`config.mk`:
```
export PLATFORM = sky130hd
export DESIGN_NAME = tlb_top
export DESIGN_NICKNAME = d
export VERILOG_FILES = /design/src/rtl/tlb_pkg.sv /design/src/rtl/tlb_cam.sv /design/src/rtl/tlb_victim.sv /design/src/rtl/tlb_top.sv
export SDC_FILE = /design/constraint.sdc
export NUM_CORES = 1
export LEC_CHECK = 0
export ABC_AREA = 0
export BUFFER_PORTS_ARGS = -buffer_cell sky130_fd_sc_hd__buf_2
export CAP_MARGIN = 20
export CORE_MARGIN = 2
export CORE_UTILIZATION = 45
export CTS_CLUSTER_DIAMETER = 100
export CTS_CLUSTER_SIZE = 8
export DETAILED_ROUTE_END_ITERATION = 7
export PLACE_DENSITY = 0.69
export SYNTH_ARGS = -nofsm -noshare
export SYNTH_HDL_FRONTEND = slang
export SYNTH_SLANG_ARGS = --single-unit
```
`constraint.sdc`:
```
create_clock -name clk -period 2.9 [get_ports clk]
set_input_delay 0.58 -clock clk [delete_from_list [all_inputs] [get_ports clk]]
set_output_delay 0.58 -clock clk [all_outputs]
set_load 0.005 [all_outputs]
```
`src/rtl/tlb_pkg.sv`:
```
package tlb_pkg;

    localparam int OFF_W = 12;

    typedef enum logic [1:0] {
        ACC_FETCH = 2'd0,
        ACC_LOAD  = 2'd1,
        ACC_STORE = 2'd2,
        ACC_RSVD  = 2'd3
    } acc_e;

    function automatic logic acc_writes(input logic [1:0] acc);
        return acc == ACC_STORE;
    endfunction

endpackage

```
`src/rtl/tlb_cam.sv`:
```
module tlb_cam #(
    parameter int N     = 2,
    parameter int VPN_W = 20,
    parameter int PID_W = 8,
    localparam int IDX_W = (N > 1) ? $clog2(N) : 1
) (
    input  logic [N-1:0]            ent_valid,
    input  logic [N-1:0][VPN_W-1:0] ent_vpn,
    input  logic [N-1:0][PID_W-1:0] ent_pid,
    input  logic [VPN_W-1:0]        look_vpn,
    input  logic [PID_W-1:0]        look_pid,
    output logic                    any_match,
    output logic [IDX_W-1:0]        match_idx
);
    logic [N-1:0] match;

    for (genvar g = 0; g < N; g++) begin : g_cmp
        assign match[g] = ent_valid[g] && (ent_vpn[g] == look_vpn) && (ent_pid[g] == look_pid);
    end

    always_comb begin
        match_idx = '0;
        for (int i = N - 1; i >= 0; i--) begin
            if (match[i]) match_idx = IDX_W'(i);
        end
    end

    assign any_match = |match;
endmodule

```
`src/rtl/tlb_victim.sv`:
```
module tlb_victim #(
    parameter int N = 2,
    localparam int IDX_W = (N > 1) ? $clog2(N) : 1
) (
    input  logic             clk,
    input  logic             rst,
    input  logic [N-1:0]     ent_valid,
    input  logic             fill_take,
    output logic [IDX_W-1:0] victim
);
    logic [IDX_W-1:0] rr_ptr;
    logic [IDX_W-1:0] free_idx;
    logic             has_free;

    always_comb begin
        free_idx = '0;
        has_free = 1'b0;
        for (int i = N - 1; i >= 0; i--) begin
            if (!ent_valid[i]) begin
                free_idx = IDX_W'(i);
                has_free = 1'b1;
            end
        end
    end

    assign victim = has_free ? free_idx : rr_ptr;

    always_ff @(posedge clk) begin
        if (rst) begin
            rr_ptr <= '0;
        end else if (fill_take && !has_free) begin
            rr_ptr <= (rr_ptr == IDX_W'(N - 1)) ? '0 : rr_ptr + 1'b1;
        end
    end
endmodule

```
`src/rtl/tlb_top.sv`:
```
module tlb_top
    import tlb_pkg::*;
#(
    parameter int VA_W    = 32,
    parameter int PPN_W   = 20,
    parameter int PID_W   = 8,
    parameter int ENTRIES = 2,
    localparam int VPN_W  = VA_W - OFF_W,
    localparam int PA_W   = PPN_W + OFF_W,
    localparam int IDX_W  = (ENTRIES > 1) ? $clog2(ENTRIES) : 1
) (
    input  logic             clk,
    input  logic             rst,
    input  logic             req_valid,
    input  logic [VA_W-1:0]  req_vaddr,
    input  logic [1:0]       req_acc,
    input  logic [PID_W-1:0] req_pid,
    output logic             resp_hit,
    output logic             resp_miss,
    output logic             resp_fault,
    output logic [PA_W-1:0]  resp_paddr,
    output logic             hit_ref,
    output logic             hit_dirty,
    input  logic             fill_valid,
    input  logic [VPN_W-1:0] fill_vpn,
    input  logic [PID_W-1:0] fill_pid,
    input  logic [PPN_W-1:0] fill_ppn,
    input  logic             fill_writable,
    input  logic             flush
);
    logic [ENTRIES-1:0]            e_valid;
    logic [ENTRIES-1:0][VPN_W-1:0] e_vpn;
    logic [ENTRIES-1:0][PID_W-1:0] e_pid;
    logic [ENTRIES-1:0][PPN_W-1:0] e_ppn;
    logic [ENTRIES-1:0]            e_wr;
    logic [ENTRIES-1:0]            e_ref;
    logic [ENTRIES-1:0]            e_dirty;

    logic             any_match;
    logic [IDX_W-1:0] match_idx;
    logic [IDX_W-1:0] victim;
    logic             fill_take;
    logic             is_store;
    logic             perm_bad;

    tlb_cam #(.N(ENTRIES), .VPN_W(VPN_W), .PID_W(PID_W)) u_cam (
        .ent_valid (e_valid),
        .ent_vpn   (e_vpn),
        .ent_pid   (e_pid),
        .look_vpn  (req_vaddr[VA_W-1:OFF_W]),
        .look_pid  (req_pid),
        .any_match (any_match),
        .match_idx (match_idx)
    );

    assign fill_take = fill_valid && !flush;

    tlb_victim #(.N(ENTRIES)) u_victim (
        .clk       (clk),
        .rst       (rst),
        .ent_valid (e_valid),
        .fill_take (fill_take),
        .victim    (victim)
    );

    assign is_store   = acc_writes(req_acc);
    assign perm_bad   = is_store && !e_wr[match_idx];
    assign resp_hit   = req_valid && any_match && !perm_bad;
    assign resp_fault = req_valid && any_match && perm_bad;
    assign resp_miss  = req_valid && !any_match;
    assign resp_paddr = resp_hit ? {e_ppn[match_idx], req_vaddr[OFF_W-1:0]} : '0;
    assign hit_ref    = resp_hit && e_ref[match_idx];
    assign hit_dirty  = resp_hit && e_dirty[match_idx];

    always_ff @(posedge clk) begin
        if (rst) begin
            e_valid <= '0;
            e_vpn   <= '0;
            e_pid   <= '0;
            e_ppn   <= '0;
            e_wr    <= '0;
            e_ref   <= '0;
            e_dirty <= '0;
        end else if (flush) begin
            e_valid <= '0;
        end else begin
            for (int i = 0; i < ENTRIES; i++) begin
                if (fill_take && victim == IDX_W'(i)) begin
                    e_valid[i] <= 1'b1;
                    e_vpn[i]   <= fill_vpn;
                    e_pid[i]   <= fill_pid;
                    e_ppn[i]   <= fill_ppn;
                    e_wr[i]    <= fill_writable;
                    e_ref[i]   <= 1'b0;
                    e_dirty[i] <= 1'b0;
                end else if (resp_hit && match_idx == IDX_W'(i)) begin
                    e_ref[i] <= 1'b1;
                    if (is_store) e_dirty[i] <= 1'b1;
                end
            end
        end
    end
endmodule

```
Word-level counts from Yosys, hierarchy flattened
Index checks and enable logic that the tools add are counted.

Word-level logic and storage cells: 84. Register bits after elaboration: 105. Bits of input ports: 96. Output and inout bits: 37.

Mux-type cells: 25. Equality and inequality tests: 5. Reductions and logical operators: 34. $lt $le $gt $ge: 1. Bitwise operators: 3. Add/subtract/negate cells: 1.

Operators by type and width (number): 20-bit == test (2); 20-bit 2-to-1 mux (2); 32-bit 2-to-1 mux (1); 1-bit 2-to-1 mux (22); 1-bit logical AND (17); 8-bit == test (2); 2-bit AND reduction (4); 2-bit nonzero test (4); 3-bit AND reduction (2); 1-bit zero test (5); 2-bit OR reduction (2); 1-bit inverter (3); 2-bit == test, second input constant (1); 1-bit by 2-bit < comparator with 1-bit output, second input constant (1); 1-bit adder, second input constant (1).

Logic depth before layout (Yosys ltp)
Gate-level depths: netlist of the first run.

Word-level depth: 14. Mapped depth: 7. Mapped depth without buffers: 5.

Modules after synthesis
A second synthesis of the first run with hierarchy kept.

Cells, all modules: 610. Area, all modules: 4757.1 um^2.

Modules (own cells, without submodules): tlb_top (cells each 525, sequential area each 2082.0 um^2, area each 4075.2 um^2, instances 1); tlb_cam (cells each 78, sequential area each 0.0 um^2, area each 620.6 um^2, instances 1); tlb_victim (cells each 7, sequential area each 20.0 um^2, area each 61.3 um^2, instances 1).

Least setup slack after synthesis of the first run
Ideal clock, no wire load.

Kind: in2out. From: in req_vaddr[29]. To: out resp_paddr[14]. Stages on the path: 6. Setup slack: 0.358 ns. Data arrival time: 1.962 ns. Buffers on the path: 1. Required time: 2.320 ns. Cells stage by stage: xnor2_1 > nand4_1 > or4_4 > o2111ai_4 > buf_6 > o22ai_1.

Cells in the longest elaborated chain, start to end: 12. Elaborated cells on any way between the ends: 19. Classes of those cells: eq/ne: 2; mux: 7; reduce/logical: 10.

Ends and longest elaborated chain: from (decl) (RTL line tlb_top.sv:15) `input logic [VA_W-1:0] req_vaddr,`; 20-bit == test (RTL line tlb_cam.sv:18) `assign match[g] = ent_valid[g] && (ent_vpn[g] == look_vpn) && (ent_pid[g] == look_pid);`; 1-bit logical AND (2 in series) (RTL line tlb_cam.sv:18); 1-bit 2-to-1 mux (2 in series) (RTL line tlb_cam.sv:24) `if (match[i]) match_idx = IDX_W'(i);`; 1-bit 2-to-1 mux (not written as such) (2 in series) (RTL line tlb_top.sv:67) `assign perm_bad = is_store && !e_wr[match_idx];`; 1-bit zero test (RTL line tlb_top.sv:67); 1-bit logical AND (RTL line tlb_top.sv:67); 1-bit zero test (RTL line tlb_top.sv:68) `assign resp_hit = req_valid && any_match && !perm_bad;`; 1-bit logical AND (RTL line tlb_top.sv:68); 32-bit 2-to-1 mux * (RTL line tlb_top.sv:71) `assign resp_paddr = resp_hit ? {e_ppn[match_idx], req_vaddr[OFF_W-1:0]} : '0;`; to (decl) (RTL line tlb_top.sv:21) `output logic [PA_W-1:0] resp_paddr,`.

Mark *: on every way between the ends. The rest lies on a longest branch, timed or not. The select of a mux whose other input is x is not followed.

Worst setup path after layout of the first run
From: reg e_pid[14] (netlist name). To: out resp_paddr[28].

Cells in the longest elaborated chain, start to end: 11. Elaborated cells on any way between the ends: 15. Classes of those cells: eq/ne: 1; mux: 7; reduce/logical: 7.

Ends and longest elaborated chain: from (decl) (RTL line tlb_top.sv:33) `logic [ENTRIES-1:0][PID_W-1:0] e_pid;`; from (signal, indexed assignment) (RTL line tlb_top.sv:91) `e_pid[i] <= fill_pid;`; 8-bit == test * (RTL line tlb_cam.sv:18); 1-bit logical AND * (RTL line tlb_cam.sv:18); 1-bit 2-to-1 mux (2 in series) (RTL line tlb_cam.sv:24); 1-bit 2-to-1 mux (not written as such) (2 in series) (RTL line tlb_top.sv:67); 1-bit zero test (RTL line tlb_top.sv:67); 1-bit logical AND (RTL line tlb_top.sv:67); 1-bit zero test (RTL line tlb_top.sv:68); 1-bit logical AND (RTL line tlb_top.sv:68); 32-bit 2-to-1 mux * (RTL line tlb_top.sv:71).

Marked as above.

==> results of run 1 <==
==> worst reg2reg max path, stage by stage, from the launching register on <==
cell and delay (ns):
dfxtp_2 0.35, xnor2_2 0.18, buf_4 0.15, nand4_1 0.14, or4_4 0.59, buf_4 0.16
o2111ai_1 0.18, a21boi_0 0.11
==> logic make-up (layout without fill, tap and decap cells) <==
| family | count (synthesis) | count (layout) | synth area share, % |
|---|---|---|---|
| AOI/OAI and AO/OA | 146 | 146 | 17.40 |
| xor gates and xnor gates | 57 | 57 | 10.17 |
| and+or+nand+nor | 263 | 263 | 22.83 |
| DFF | 105 | 105 | 42.80 |
| buffers and inverters | 84 | 252 | 6.803 |
==> layout by cell type, fill, tap and decap left out, types with 5 or more instances in the layout <==
master,n
nand2_1,202
buf_2,129
a21oi_1,100
dfxtp_1,96
buf_4,47
inv_1,45
xnor2_2,31
xnor2_1,25
nand4_1,20
o22ai_2,13
clkbuf_8,9
dfxtp_2,9
nor2_1,8
nand3_1,6
a21boi_1,6
a21boi_2,6
o32ai_2,5
==> registers in the layout, indices dropped and copies added, names as in the netlist <==
name / flops
e_pid: 16
e_dirty: 2
e_vpn: 40
e_valid: 2
e_ref: 2
u_victim.rr_ptr: 1
e_wr: 2
e_ppn: 40
==> layout make-up <==
class	count	area, sq um	area share (%)
Clock buffer	9	123.9	1.772
Timing Repair Buffer	191	1299	18.58
Tap cell	140	175.2	2.506
Multi-Input combinational cell	466	3008	43.04
Sequential cell	105	2113	30.24
Clock inverter	7	101.3	1.450
Inverter	45	168.9	2.417
==> metal layers <==
metal  track usage (%)  vias to the layer above  wire length (um)  share of wire (%)
li1                  -                     2489                 -                  -
met2             44.60                      176              7711                 50
met3             4.400                       36               949                6.2
met1             30.15                     2398              6131                 40
met4             10.99                        0               482                3.2
met5                 0                        -                 0                  0
==> through the flow <==
step	setup TNS, ns	util, %	std cells	cell area [sq um]
global placement	-2.501	55.12	927	5923
global route	-5.056	65.04	963	6989
floorplan	0	-	655	4911
finish	-2.551	65.04	963	6989
detailed placement	-2.622	55.12	927	5923
CTS	-0.6956	63.25	959	6797
==> power groups by stage <==
stage | sequential, W | clock, W | combinational (W)
floorplan | 0.00154 | 0 | 0.000181
global placement | 0.00154 | 0 | 0.000346
detailed placement | 0.00154 | 0 | 0.000353
CTS | 0.00151 | 0.00104 | 0.000397
global route | 0.00152 | 0.00110 | 0.000451
finish | 0.00152 | 0.00103 | 0.000420
==> how the worst min path moves through the flow <==
stage                    start  cells past startpoint          to  slack [ns]
floorplan           e_dirty[1]                      2  e_dirty[1]        0.43
global placement     e_ppn[35]                      2   e_ppn[35]        0.44
detailed placement   e_ppn[15]                      2   e_ppn[15]        0.45
CTS                      flush                      2  e_valid[1]        0.41
global route             flush                      2  e_valid[0]        0.42
finish                   flush                      2  e_valid[1]        0.41
==> repair_timing <==
action	in CTS	in global routing
gates resized for setup	82	25
endpoints found under the setup margin	37	37
buffers inserted	11	2
cloned	5	2
endpoints found under the hold margin	0	0
pin swaps	52	19
==> flow_summary.ini, run 1 <==
[setup_path]
crit_family = buffers and inverters
cp_common_cell = buf_4
worstSetupPathType = reg -> out
crit_cells = 8
cp-endpoint = resp_paddr[28]
worst_path_largest_cell_delay_ns = 0.34
critical_path_required_ns = 2.32
reg2reg_depth = 7
slowest_stage = dfxtp_1
r2r_end = e_ref[1]
worst-path-buf-inv = 3
reg2reg_from = e_vpn[17]
r2r_setup_slack_ns = 0.93
critPathLaunch = e_pid[14]
cp_max_fo = 5
arrival_ns = 2.44
setup.worst_path.end_class = output pin
crit_chain = xnor2_1, nand3_1, nor4_2, buf_4, o211ai_1, buf_4, o32ai_4, buf_2
crit_path_start_kind = register

[finish]
diodes = 0
nets = 914
num-fill-cells = 918
synthToLayoutAreaGrowth_pct = 42.32
layout-drive-gt1-share_pct = 35.36

[synth]
synthTopCellsByArea = dfxtp_1, nand2_1, a21oi_1
synth-edff-count = 0
synth_warnings = 0
syn_area_sq_um = 4911
synth.distinct_cells = 34
synth_common_cells = nand2_1, dfxtp_1, a21oi_1
synth_ff_type = dfxtp_1
synth.largest_area_cell = dfxtp_1
synth_seq_cells = 105
synth_seq_area_share_pct = 42.80
synth.most_common_cell = nand2_1
avgSynthCellArea_sq_um = 7.498
syn_nets = 751
syn_inst = 655
netlist.area_leader.share_pct = 42.80
async_reset_ff_share_pct = 0

[global_routing]
grt_pass1_vias = 4871
grt_max_degree = 43
antenna_found_initial = 0
grt_pass1_wl_um = 23050
grt_use_total_pct = 25.32
grt-ovfl-total = 0

[timing]
period_needed_ns = 3.022
slew_headroom_pct = 62.78
rsz0062_at_grt = yes
fmaxAchievable_mhz = 330.9
hold_viol_final = 0
slew_viol_final = 0
worst_pin_slew_ns = 0.5584
layout_setup_ws_ns = -0.1220
whs_ns = 0.4113
post-route-period-util_pct = 104.2
setup_viol = 36
finalClockSkew_ns = 0.01581

[power_and_ir_drop]
switchingPower_w = 0.0007904
vdd_drop_max_v = 0.0002427
p_comb_share_pct = 14.2
sw_frac_of_total_pct = 26.67
pwr-share-clk_pct = 34.7
p_per_area_nw_per_um2 = 423.9
p_leak_nw = 2.635
intPower_w = 0.002173
seq_power_share_pct = 51.2
p_total_w = 0.002963

[drt]
ant_nets = 0
first_pass_iters = 4
drt_iter0_drc = 338
wl_per_cell_um = 15.86
wl_um = 15270
via_count = 5099
via_per_inst = 5.295
route.detailed.drc = 0

[floorplan]
die_x_um = 108.5
start_util_pct = 45.70
die_area_sq_um = 11760
die_h_um = 108.5
row_count = 38
core_sq_um = 10750
io_pins = 133

[cts]
htreeDepth = 3
clkTransAtPathRegs_ns = 0.10
cts_tree = done
cts_root_buffer = clkbuf_8
worstSkewPairLatency_ns = 0.38
ctsHoldBuffers = 0
clock_path_buffers = 2
clock_sink_count = 105
numCtsBuffers = 9

[run_status]
status = finished with violations
violations = negative setup slack

[hold_path]
hp-class = in -> reg

[placement]
hpwl_um = 10010
dp_slack_ns = -0.1341
gp_congestion = 0.8630
port-buffer-count = 132

[flow_run]
max-cap-violations = 0
Note: power is estimated with default switching activity, not from simulation.
==> run 2: changes to the inputs <==
--- a/config.mk
+++ b/config.mk
@@ -8,12 +8,14 @@
 export ABC_AREA = 0
 export BUFFER_PORTS_ARGS = -buffer_cell sky130_fd_sc_hd__buf_2
 export CAP_MARGIN = 20
+export CORE_ASPECT_RATIO = 1.75
 export CORE_MARGIN = 2
-export CORE_UTILIZATION = 45
+export CORE_UTILIZATION = 53
 export CTS_CLUSTER_DIAMETER = 100
 export CTS_CLUSTER_SIZE = 8
 export DETAILED_ROUTE_END_ITERATION = 7
-export PLACE_DENSITY = 0.69
+export PLACE_DENSITY = 0.79
+export RECOVER_POWER = 100
 export SYNTH_ARGS = -nofsm -noshare
 export SYNTH_HDL_FRONTEND = slang
 export SYNTH_SLANG_ARGS = --single-unit
==> run 2 against run 1 <==
Against the previous run: the flow still finishes with violations (negative setup slack); setup slack got worse by 0.020 ns; clock skew fell by 0.010 ns; critical path depth fell by 1; flip-flop and latch count did not move; via count rose by 4.0%; non-clock buffer count rose by 4; global-route usage rose by 3.4 points; final area fell by 2.0%; first-iteration DRC count rose by 18%; die area fell by 14%; core utilization rose by 11 points; count of clock-buffer cells in the layout rose by 2; highest routed layer unchanged.
==> flow_summary.ini, run 2 (synthesized netlist as in run 1, its figures left out) <==
[cts]
clock_sink_count = 105
ctsHoldBuffers = 0
cts_root_buffer = clkbuf_16
cts_tree = done
numCtsBuffers = 9
clkTransAtPathRegs_ns = 0.06
clock_path_buffers = 2
htreeDepth = 3
worstSkewPairLatency_ns = 0.35

[timing]
layout_setup_ws_ns = -0.1425
post-route-period-util_pct = 104.9
setup_viol = 37
worst_pin_slew_ns = 1.188
finalClockSkew_ns = 0.005613
slew_headroom_pct = 20.80
hold_viol_final = 0
slew_viol_final = 0
whs_ns = 0.4558
period_needed_ns = 3.042
rsz0062_at_grt = yes
fmaxAchievable_mhz = 328.7

[placement]
port-buffer-count = 132
gp_congestion = 0.9128
hpwl_um = 10300
placed_area_sq_um = 6008
dp_slack_ns = -0.1610

[setup_path]
r2r_setup_slack_ns = 0.53
critPathLaunch = e_vpn[7]
setup.worst_path.end_class = output pin
reg2reg_from = e_valid[0]
crit_path_start_kind = register
cp_max_fo = 27
worstSetupPathType = reg -> out
reg2reg_depth = 5
r2r_end = e_pid[6]
arrival_ns = 2.46
critical_path_required_ns = 2.32
cp-endpoint = resp_paddr[26]

[power_and_ir_drop]
intPower_w = 0.002431
p_comb_share_pct = 13.5
seq_power_share_pct = 47.3
switchingPower_w = 0.0007731
p_per_area_nw_per_um2 = 467.6
vdd_drop_max_v = 0.0004457
pwr-share-clk_pct = 39.2
p_leak_nw = 2.587
p_total_w = 0.003204
sw_frac_of_total_pct = 24.13

[floorplan]
row_count = 46
die_x_um = 76.77
start_util_pct = 54.35
io_pins = 133
die_area_sq_um = 10080
core_sq_um = 9036
die_h_um = 131.3

[global_routing]
antenna_found_initial = 0
grt-ovfl-total = 0
grt_pass1_wl_um = 23270
grt_use_total_pct = 28.76
grt_pass1_vias = 5086
grt_max_degree = 60

[finish]
nets = 918
final_common_cell = nand2_1
layout-drive-gt1-share_pct = 31.15
num-fill-cells = 668
fin_area_sq_um = 6852
reg.largest.list = e_ppn x40, e_vpn x40, e_pid x16
post-route-util_pct = 75.82
synthToLayoutAreaGrowth_pct = 39.52
layout_common_cells = nand2_1, buf_2, dfxtp_1, a21oi_1
diodes = 0

[run_status]
status = finished with violations
violations = negative setup slack

[hold_path]
holdCritStartpoint = e_ppn[13]
hp-class = reg -> reg

[drt]
wl_per_cell_um = 17.01
drt_iter0_drc = 400
via_per_inst = 5.611
route.detailed.drc = 0
first_pass_iters = 4
via_count = 5302
ant_nets = 0
wl_um = 16070

[flow_run]
max-cap-violations = 0
run 2: power groups by stage:
stage                     Combinational (W)  Clock (W)  Sequential, W
final                              0.000432    0.00126        0.00152
after global routing               0.000461    0.00133        0.00152
after CTS                          0.000391    0.00127        0.00151
after detailed placement           0.000379          0        0.00154
after global placement             0.000369          0        0.00154
after floorplan                    0.000181          0        0.00154
run 2: critical path, cell delays in order (launching register included):
cell and delay (ns):
dfxtp_1 0.33, xnor2_1 0.27, nand4_1 0.21, or4_4 0.61
o2111ai_4 0.24, buf_12 0.20, o22ai_1 0.11, buf_2 0.14
run 2: routing by layer:
| layer | vias to the layer above | part of all wire (%) | routed length, um | global-route usage [%] |
|---|---|---|---|---|
| met5 | - | 0 | 0 | 0 |
| met4 | 0 | 5.5 | 892 | 20.00 |
| met3 | 63 | 5.3 | 847 | 4.258 |
| met2 | 218 | 55 | 8764 | 53.65 |
| met1 | 2516 | 35 | 5569 | 28.21 |
| li1 | 2505 | - | - | - |
run 2: worst min-delay path by stage:
stage	endpoint	slack [ns]	cells past startpoint
2_1_floorplan	e_dirty[1]	0.43	2
3_3_place_gp	e_ppn[9]	0.44	2
3_5_place_dp	e_ppn[17]	0.45	2
4_1_cts	e_valid[0]	0.45	2
5_1_grt	e_ppn[13]	0.47	2
6_report	e_ppn[13]	0.46	2
run 2: final cells by class:
type                    count  area [sq um]  share of cell area, %
inverters                  45         168.9                  2.465
flip-flops and latches    105          2108                  30.77
clock inverters             3         67.56                 0.9861
well taps                 120         150.1                  2.191
repair buffers            195          1271                  18.55
clock buffers              11         232.7                  3.397
multi-input cells         466          2853                  41.64
run 2: stage by stage:
| stage | setup TNS, ns | std cells |
|---|---|---|
| floorplan | 0 | 655 |
| global placement | -4.168 | 920 |
| detailed placement | -4.565 | 920 |
| CTS | -2.003 | 936 |
| global route | -6.701 | 945 |
| finish | -3.618 | 945 |
run 2: timing repair:
action	4_1_cts	5_1_grt
gates cloned	0	5
resized for setup	16	56
buffers inserted	2	4
pin swaps	1	12
setup endpoints to repair	37	37
==> run 3: changes to the inputs <==
==> constraint.sdc (replaced) <==
create_clock -name clk -period 2.95 [get_ports clk]
set_input_delay 0.1475 -clock clk [delete_from_list [all_inputs] [get_ports clk]]
set_output_delay 0.1475 -clock clk [all_outputs]
set_load 0.005 [all_outputs]
==> run 3 against run 2 <==
Against the previous run: the run now ends clean; clock power decreased by 5%; via count decreased by 8.1%; core utilization decreased by 10 points; setup slack improved by 0.38 ns; sequential power decreased by 3%; global-route usage decreased by 0.71 points; clock skew increased by 0.0013 ns; count of clock-buffer cells in the layout increased by 1; highest routed layer unchanged.
==> flow_summary.ini, run 3 (synthesized netlist as in run 1, its figures left out) <==
[run_status]
status = complete, no violations

[drt]
wl_um = 14150
ant_nets = 0
via_count = 4873
drt_iter0_drc = 275
via_per_inst = 5.433
route.detailed.drc = 0
first_pass_iters = 5
wl_per_cell_um = 15.77

[hold_path]
hp-class = in -> reg
holdCritStartpoint = flush
hold-path-cell-count = 2
min_to = e_valid[1]

[cts]
clock_sink_count = 105
cts_root_buffer = clkbuf_16
postCtsSetupRepairBufs = 0
worstSkewPairLatency_ns = 0.35
clkTransAtPathRegs_ns = 0.07
ctsHoldBuffers = 0
cts_tree = done
cts.repair.resized = 0
numCtsBuffers = 9
clock_path_buffers = 2
htreeDepth = 3

[timing]
slew_viol_final = 0
slew_headroom_pct = 7.247
layout_setup_ws_ns = 0.2395
tns_ns = 0
finalClockSkew_ns = 0.006947
whs_ns = 0.01818
post-route-period-util_pct = 91.88
hold_viol_final = 0
setup_viol = 0
rsz0062_at_grt = no
period_needed_ns = 2.711
fmaxAchievable_mhz = 368.9
worst_pin_slew_ns = 1.391

[setup_path]
setup.worst_path.end_class = output pin
critical_path_required_ns = 2.80
reg2reg_depth = 5
slowest_stage = or4_1
arrival_ns = 2.56
r2r_end = e_ppn[13]
crit_path_start_kind = register
reg2reg_from = e_valid[0]
worst-path-buf-inv = 2
crit_chain = xnor2_1, nand4_1, or4_1, o2111ai_4, buf_4, o22ai_1, clkbuf_2
r2r_setup_slack_ns = 0.38
worstSetupPathType = reg -> out
worst_path_largest_cell_delay_ns = 0.57
crit_family = simple AND/OR/NAND/NOR gates
cp_max_fo = 27

[finish]
diodes = 0
synthToLayoutAreaGrowth_pct = 20.54
reg.largest.list = e_ppn x40, e_vpn x40, e_pid x16
layout-drive-gt1-share_pct = 17.63
nets = 868
layout_common_cells = nand2_1, dfxtp_1, a21oi_1, buf_2, xnor2_1
fin_area_sq_um = 5919
final_common_cell = nand2_1

[floorplan]
die_x_um = 76.77
row_count = 46
core_sq_um = 9036
start_util_pct = 54.35
die_area_sq_um = 10080
io_pins = 133
die_h_um = 131.3

[global_routing]
grt_use_total_pct = 28.06
antenna_found_initial = 0
grt_max_degree = 61
grt-ovfl-total = 0
grt_pass1_vias = 4779
grt_pass1_wl_um = 22440

[placement]
placed_area_sq_um = 5690
dp_slack_ns = 0.6170
gp_congestion = 0.9230
hpwl_um = 10360
port-buffer-count = 132

[flow_run]
max-cap-violations = 0

[power_and_ir_drop]
p_total_w = 0.003008
vdd_drop_max_v = 0.0003559
p_per_area_nw_per_um2 = 508.1
p_leak_nw = 2.013
[run 3: cell count changes in the layout (fill, tap and decap cells not counted), moves of 9 or more]
cell      delta
clkbuf_1    +25
buf_4       -35
buf_2       -26
xnor2_2     -21
xnor2_1     +23
buf_6        -9
[run 3: metal layers]
metal	vias up	routed length [um]	global-route usage (%)
met2	164	7563	52.49
met4	0	796	16.46
met1	2268	5156	27.68
met3	48	630	5.769
li1	2393	-	-
met5	-	0	0
[run 3: worst max path at each step]
stage | start | endpoint | slack (ns) | depth (start not counted)
after floorplan | e_vpn[17] | resp_paddr[14] | 1.10 | 6
after global placement | e_vpn[7] | resp_paddr[26] | 0.61 | 7
after detailed placement | e_vpn[7] | hit_ref | 0.62 | 7
after CTS | e_vpn[7] | hit_ref | 0.24 | 7
after global routing | e_pid[5] | resp_paddr[0] | 0.03 | 7
final | e_vpn[9] | resp_paddr[22] | 0.24 | 7
[run 3: where the power goes]
group | leakage, nW | internal, W | switching, W
Combinational | 1.03 | 0.000130 | 0.000195
Clock | 0.135 | 0.000682 | 0.000517
Sequential | 0.852 | 0.00146 | 0.0000253
[run 3: final cells by class]
type | count | area, sq um
clock inverter | 4 | 52.55
timing repair buffer | 145 | 715.7
clock buffer | 12 | 246.5
multi-input combinational | 466 | 2484
tap | 120 | 150.1
sequential | 105 | 2102
inverter | 45 | 168.9
fill | 835 | 3117
[run 3: worst reg2reg max path, stage by stage (launching register included)]
cell,delay (ns)
dfxtp_1,0.43
and2_0,0.27
nand2b_1,0.75
clkbuf_2,0.68
nand2_1,0.11
a21oi_1,0.21
[run 3: per-stage QoR]
stage / cells / utilization, %
final: 897 / 65.51
after global routing: 897 / 65.51
after CTS: 897 / 66.28
after detailed placement: 881 / 62.97
after global placement: 881 / 62.97
after floorplan: 655 / -
